### config.mk
export PLATFORM = sky130hd
export DESIGN_NAME = rsc_core
export DESIGN_NICKNAME = d
export VERILOG_FILES = /design/src/rtl/rsc_pkg.sv /design/src/rtl/rsc_decode.sv /design/src/rtl/rsc_regfile.sv /design/src/rtl/rsc_alu.sv /design/src/rtl/rsc_core.sv
export SDC_FILE = /design/constraint.sdc
export NUM_CORES = 2
export LEC_CHECK = 0
export BUFFER_PORTS_ARGS = -buffer_cell sky130_fd_sc_hd__buf_2
export CORE_ASPECT_RATIO = 0.5
export CORE_MARGIN = 8
export CORE_UTILIZATION = 55
export DETAILED_ROUTE_END_ITERATION = 16
export HOLD_SLACK_MARGIN = 0.15
export PLACE_DENSITY_LB_ADDON = 0.08
export SLEW_MARGIN = 20
export SYNTH_ARGS = -nofsm -noshare
export SYNTH_HDL_FRONTEND = slang
export SYNTH_SLANG_ARGS = --single-unit
### constraint.sdc
create_clock -name clk -period 6.2 [get_ports clk]
set_input_delay 0 -clock clk [delete_from_list [all_inputs] [get_ports clk]]
set_output_delay 0 -clock clk [all_outputs]
set_load 0.03 [all_outputs]
### src/rtl/rsc_pkg.sv
package rsc_pkg;

  localparam int unsigned WORD_W = 32;
  localparam int unsigned IMM_W  = 16;

  localparam logic [5:0] OPC_REG   = 6'd0;
  localparam logic [5:0] OPC_ADDI  = 6'd8;
  localparam logic [5:0] OPC_LOAD  = 6'd35;
  localparam logic [5:0] OPC_STORE = 6'd43;
  localparam logic [5:0] FN_ADD    = 6'd32;
  localparam logic [5:0] FN_SUB    = 6'd34;

  typedef enum logic [2:0] {
    OPK_ADD,
    OPK_SUB,
    OPK_ADDI,
    OPK_LOAD,
    OPK_STORE,
    OPK_BAD
  } opk_e;

  typedef struct packed {
    opk_e              kind;
    logic [4:0]        src_a;
    logic [4:0]        src_b;
    logic [4:0]        dst;
    logic [WORD_W-1:0] imm;
  } dec_t;

  // widen a 16-bit immediate by copying its top bit
  function automatic logic [WORD_W-1:0] widen_imm(input logic [IMM_W-1:0] raw);
    return {{(WORD_W-IMM_W){raw[IMM_W-1]}}, raw};
  endfunction

  // two's complement add, or subtract when neg is set
  function automatic logic [WORD_W-1:0] addsub(input logic [WORD_W-1:0] a,
                                               input logic [WORD_W-1:0] b,
                                               input logic              neg);
    logic [WORD_W-1:0] bb;
    bb = neg ? ~b : b;
    return a + bb + {{(WORD_W-1){1'b0}}, neg};
  endfunction

endpackage

### src/rtl/rsc_decode.sv
module rsc_decode
  import rsc_pkg::*;
(
  input  logic [WORD_W-1:0] insn,
  output dec_t              dec,
  output logic              bad_op
);

  logic [5:0] opc;
  logic [5:0] fn;

  assign opc = insn[31:26];
  assign fn  = insn[5:0];

  always_comb begin
    dec.src_a = insn[25:21];
    dec.src_b = insn[20:16];
    dec.dst   = insn[15:11];
    dec.imm   = widen_imm(insn[15:0]);
    dec.kind  = OPK_BAD;
    case (opc)
      OPC_REG: begin
        if (fn == FN_ADD)      dec.kind = OPK_ADD;
        else if (fn == FN_SUB) dec.kind = OPK_SUB;
        else                   dec.kind = OPK_BAD;
      end
      OPC_ADDI:  dec.kind = OPK_ADDI;
      OPC_LOAD:  dec.kind = OPK_LOAD;
      OPC_STORE: dec.kind = OPK_STORE;
      default:   dec.kind = OPK_BAD;
    endcase
  end

  assign bad_op = (dec.kind == OPK_BAD);

endmodule

### src/rtl/rsc_regfile.sv
module rsc_regfile #(
  parameter int unsigned DATA_W = 32,
  parameter int unsigned NREG   = 32,
  localparam int unsigned AW    = $clog2(NREG)
) (
  input  logic              clk,
  input  logic              rst_n,
  input  logic [AW-1:0]     rd_addr_a,
  output logic [DATA_W-1:0] rd_data_a,
  input  logic [AW-1:0]     rd_addr_b,
  output logic [DATA_W-1:0] rd_data_b,
  input  logic              wr_en,
  input  logic [AW-1:0]     wr_addr,
  input  logic [DATA_W-1:0] wr_data
);

  logic [DATA_W-1:0] regs [NREG];
  logic              wr_commit;

  // entry 0 is never written, so it keeps its reset value of zero
  assign wr_commit = wr_en && (wr_addr != '0);

  always_ff @(posedge clk or negedge rst_n) begin
    if (!rst_n) begin
      for (int i = 0; i < NREG; i++) regs[i] <= '0;
    end else if (wr_commit) begin
      regs[wr_addr] <= wr_data;
    end
  end

  assign rd_data_a = regs[rd_addr_a];
  assign rd_data_b = regs[rd_addr_b];

  a_r8_zero_port_a: assert property (@(posedge clk) disable iff (!rst_n)
    (rd_addr_a == '0) |-> (rd_data_a == '0));

  a_r8_zero_port_b: assert property (@(posedge clk) disable iff (!rst_n)
    (rd_addr_b == '0) |-> (rd_data_b == '0));

endmodule

### src/rtl/rsc_alu.sv
module rsc_alu
  import rsc_pkg::*;
(
  input  logic [WORD_W-1:0] op_a,
  input  logic [WORD_W-1:0] op_b,
  input  logic              do_sub,
  output logic [WORD_W-1:0] result
);

  assign result = addsub(op_a, op_b, do_sub);

endmodule

### src/rtl/rsc_core.sv
module rsc_core
  import rsc_pkg::*;
#(
  parameter int unsigned NREG    = 32,
  parameter int unsigned PC_STEP = 4,
  localparam int unsigned RF_AW  = $clog2(NREG)
) (
  input  logic        clk,
  input  logic        rst_n,
  output logic [31:0] imem_addr,
  input  logic [31:0] imem_rdata,
  output logic [31:0] dmem_addr,
  output logic [31:0] dmem_wdata,
  output logic        dmem_we,
  input  logic [31:0] dmem_rdata,
  output logic        illegal
);

  logic [WORD_W-1:0] pc;
  dec_t              dec;
  logic              bad_op;
  logic [WORD_W-1:0] val_a;
  logic [WORD_W-1:0] val_b;
  logic [WORD_W-1:0] alu_b;
  logic [WORD_W-1:0] alu_y;
  logic              alu_sub;
  logic              rf_we;
  logic [RF_AW-1:0]  rf_waddr;
  logic [WORD_W-1:0] rf_wdata;
  logic              is_store;
  logic              is_load;

  // program counter
  always_ff @(posedge clk or negedge rst_n) begin
    if (!rst_n) pc <= '0;
    else        pc <= pc + WORD_W'(PC_STEP);
  end

  assign imem_addr = pc;

  rsc_decode u_decode (
    .insn   (imem_rdata),
    .dec    (dec),
    .bad_op (bad_op)
  );

  rsc_regfile #(
    .DATA_W (WORD_W),
    .NREG   (NREG)
  ) u_regs (
    .clk       (clk),
    .rst_n     (rst_n),
    .rd_addr_a (dec.src_a[RF_AW-1:0]),
    .rd_data_a (val_a),
    .rd_addr_b (dec.src_b[RF_AW-1:0]),
    .rd_data_b (val_b),
    .wr_en     (rf_we),
    .wr_addr   (rf_waddr),
    .wr_data   (rf_wdata)
  );

  assign alu_sub = (dec.kind == OPK_SUB);
  assign alu_b   = (dec.kind == OPK_ADD || dec.kind == OPK_SUB) ? val_b : dec.imm;

  rsc_alu u_alu (
    .op_a   (val_a),
    .op_b   (alu_b),
    .do_sub (alu_sub),
    .result (alu_y)
  );

  assign is_store = (dec.kind == OPK_STORE);
  assign is_load  = (dec.kind == OPK_LOAD);

  // write-back selection
  always_comb begin
    rf_we    = 1'b0;
    rf_waddr = dec.src_b[RF_AW-1:0];
    rf_wdata = alu_y;
    case (dec.kind)
      OPK_ADD, OPK_SUB: begin
        rf_we    = 1'b1;
        rf_waddr = dec.dst[RF_AW-1:0];
      end
      OPK_ADDI: rf_we = 1'b1;
      OPK_LOAD: begin
        rf_we    = 1'b1;
        rf_wdata = dmem_rdata;
      end
      default: rf_we = 1'b0;
    endcase
  end

  assign dmem_addr  = alu_y;
  assign dmem_wdata = val_b;
  assign dmem_we    = rst_n && is_store;
  assign illegal    = bad_op;

  a_r1_pc_step: assert property (@(posedge clk) disable iff (!rst_n)
    $past(rst_n) |-> (pc == $past(pc) + 32'd4));

  a_r7_store_no_reg: assert property (@(posedge clk) disable iff (!rst_n)
    dmem_we |-> !rf_we);

  a_r7_store_addr: assert property (@(posedge clk) disable iff (!rst_n)
    dmem_we |-> (dmem_addr == val_a + widen_imm(imem_rdata[15:0])));

  a_r6_load_dest: assert property (@(posedge clk) disable iff (!rst_n)
    is_load |-> (rf_we && !dmem_we && rf_waddr == imem_rdata[20:16] && rf_wdata == dmem_rdata));

  a_r5_addi_dest: assert property (@(posedge clk) disable iff (!rst_n)
    (imem_rdata[31:26] == 6'd8) |-> (rf_we && rf_waddr == imem_rdata[20:16]));

  a_r9_illegal_quiet: assert property (@(posedge clk) disable iff (!rst_n)
    illegal |-> (!rf_we && !dmem_we));

endmodule

==> run_results.csv <==
group,metric,value,unit
route,drcViolationCount,0,
synth,synth_cell_types,68,
clocking,path_clk_slew,0.06,ns
grt,met2_usage,48.75,%
power_and_ir_drop,p_per_area,270.7,nW/um^2
synth,synth_top_area_share,46.90,%
synth,yosys.area.top_type,"dfrtp_1",
route,drtPass1Iterations,8,
clocking,clockRootBuffer,"clkbuf_16",
floorplanning,die_h,242.1,um
clocking,post_cts_buffers,0,
grt,top_usage_layer,"met2",
floorplanning,start_util,55.15,%
layout,finalInstanceArea,62610,um^2
sta,hold_violations,0,
power_and_ir_drop,finalPower,16.95,mW
synth,synthCells,4866,
synth,synth_area_per_cell,11.56,um^2
floorplanning,core.rowCount,83,
setup_path,crit_path_max_fanout,7,
route,ant_nets,0,
clocking,cts_tree,"done",
power_and_ir_drop,switching_share,28.52,%
sta,rsz0062_at_grt,"false",
run,cap_viol_max_count,0,
grt,grt_pass1_vias,41350,
placement,port_buffers,161,
grt,grt_max_degree,170,
power_and_ir_drop,pwr-share-seq,44.7,%
route,avgRoutedWirePerCell,29.28,um
synth,synth_common_cells,"dfrtp_1, nand2_1, o21ai_0",
worst_hold_path,hold_path.class,"input port to flop",
synth,ys_ff_latch,1054,
power_and_ir_drop,comb_power_share,16.6,%
sta,drv_slew,0,
placement,dp_hpwl,110.0,mm
grt,grt.total_usage,32.47,%
clocking,htreeDepth,3,
grt,grt_pass1_wl,273.9,mm
sta,final.period_utilization,94.38,%
placement,globalplace.congestion,0.9491,
power_and_ir_drop,leakagePower,27.24,nW
synth,synthTopCellsByArea,"dfrtp_1, mux4_2, o21ai_0, nand2_1, a21oi_1",
route,drtIter0Drc,4754,
setup_path,critPathLaunchType,"flop",
floorplanning,coreArea,102000,um^2
setup_path,crit_arrival,5.85,ns
synth,yosys_warnings,0,
clocking,clock_sinks,1054,
sta,tightest_slew,1.199,ns
route,via_per_inst,6.570,
floorplanning,fp.dieW,468.2,um
sta,fin_setup_tns,0,ns
setup_path,path_class,"flop to output pin",
floorplanning,fp.dieArea,113400,um^2
sta,layout_min_cycle_time,5.852,ns
layout,drive_above_1_share,26.66,%
placement,dpl_cell_area,58730,um^2
power_and_ir_drop,power_switching,4.833,mW
power_and_ir_drop,vdd_drop_max,0.0002233,V
synth,ys.flop_type,"dfrtp_1",
outcome,outcome,"finished clean",
floorplanning,ioPinCount,164,
synth,syn_area,56240,um^2
layout,syn_to_final_growth,11.33,%
setup_path,endpoint_kind,"output pin",
clocking,cts_made_buffers,96,
synth,synth_edf_count,0,
sta,fmax,170.9,MHz
power_and_ir_drop,cellInternalPower,12.11,mW
route,vias,41050,
clocking,cts_max_path_buffers,3,
sta,skew,0.03529,ns
grt,antenna_found_initial,6,
layout,nFillCells,8050,
grt,grt_overflow,0,
grt,use_met1,46.14,%
power_and_ir_drop,power.share.clock,38.7,%
route,wl,182.9,mm
layout,nets,4908,
sta,finalSetupViolations,0,
grt,met3_usage,7.468,%
setup_path,crit_required,6.20,ns
synth,yosysMostFrequentCell,"dfrtp_1",
synth,seq_area_frac_synth,46.90,%
synth,async_flop_share,100.0,%
clocking,clk_latency,0.73,ns
sta,slew_headroom,20.09,%
[per-layer routing]
layer | vias to the layer above | part of all wire (%)
met1 | 21020 | 41
met3 | 455 | 9.7
met5 | - | 0.028
met4 | 6 | 4.5
li1 | 17550 | -
met2 | 2014 | 45
[state kept, by name (all words and copies together) (netlist names)]
register	count
imem_addr	30
u_regs.regs	1024
[layout make-up]
class                           count  area [um^2]  share of cell area [%]
Antenna cell                        1        2.502                0.003997
Clock buffer                      127         2733                   4.364
Clock inverter                     48        693.2                   1.107
Inverter                           17        63.81                  0.1019
Multi-Input combinational cell   3282        28210                   45.05
Sequential cell                  1054        26380                   42.12
Tap cell                         1360         1702                   2.718
Timing Repair Buffer              359         2835                   4.528
[power by group through the flow]
stage | logic, mW | registers, mW | clock network [mW]
2_1_floorplan | 1.83 | 7.60 | 0
3_3_place_gp | 2.72 | 7.66 | 0
3_5_place_dp | 2.77 | 7.70 | 0
4_1_cts | 2.80 | 7.57 | 6.64
5_1_grt | 3.01 | 7.63 | 6.92
6_report | 2.81 | 7.58 | 6.55
[layout by cell type (no fill, tap or decap), types with 23 or more instances in the layout]
| master | instances |
|---|---|
| buf_4 | 132 |
| nand2_1 | 745 |
| nor2_1 | 347 |
| a21o_1 | 27 |
| clkbuf_16 | 99 |
| dlygate4sd3_1 | 39 |
| dfrtp_1 | 1054 |
| buf_12 | 27 |
| buf_2 | 152 |
| ha_1 | 31 |
| mux4_2 | 627 |
| mux2_2 | 61 |
| a21oi_1 | 333 |
| nand3_1 | 26 |
| mux2i_1 | 23 |
| xor2_1 | 44 |
| o21ai_1 | 29 |
| xnor2_1 | 38 |
| o21ai_0 | 689 |
[what timing repair did]
item / CTS / global route
endpoints found under the hold margin: 1259 / 0
setup endpoints to repair: 0 / 1
gates resized for setup: 0 / 1
hold buffers: 40 / 0
[final timing paths]
check	cells after the start	slack (ns)	startpoint	end
min reg2reg	0	0.40	u_regs.regs[1006]	u_regs.regs[1006]
min	7	0.26	imem_rdata[29]	u_regs.regs[227]
max	17	0.35	u_regs.regs[10]	dmem_addr[25]
max in group asynchronous	5	4.39	rst_n	u_regs.regs[694]
min in group asynchronous	4	0.64	rst_n	u_regs.regs[753]
max reg2reg	19	0.65	u_regs.regs[10]	u_regs.regs[509]
[kinds of logic (layout without fill, tap and decap cells)]
kind of cell / Yosys count / after routing / synth area share [%]
and+or+nand+nor: 1266 / 1266 / 9.134
xor gates and xnor gates: 83 / 83 / 1.293
adders and majority gates: 32 / 32 / 0.7252
other: 1 / 3 / 0.006668
AOI/OAI and AO/OA: 1161 / 1161 / 11.08
DFF: 1054 / 1054 / 46.90
buffers and inverters: 531 / 551 / 3.644
muxes: 738 / 738 / 27.22
[worst max-delay path, stage by stage (launching register included)]
cell,delay (ns)
dfrtp_1,0.40
mux4_2,0.48
mux4_2,0.51
mux2_2,0.38
xor2_1,0.16
o21ai_0,0.26
buf_4,0.18
ha_1,0.32
a21o_1,0.22
a21o_1,0.16
a21o_1,0.20
a21oi_1,0.14
o21ai_0,0.13
a221oi_2,0.48
a21boi_2,0.41
o21ai_0,0.19
xnor2_1,0.24
buf_2,0.25
[per-stage QoR]
step / hold slack [ns] / util [%] / setup slack [ns] / instances
6_report: 0.2645 / 61.40 / 0.3484 / 6248
3_5_place_dp: 0.1477 / 57.59 / 0.1738 / 6031
4_1_cts: 0.2039 / 61.36 / 0.2965 / 6246
3_3_place_gp: 0.1300 / 57.57 / 0.2181 / 6031
5_1_grt: 0.2878 / 61.39 / 0.1799 / 6247
2_1_floorplan: -0.2956 / - / 0.1919 / 4867
No activity file was read; power rests on OpenSTA's default activity.
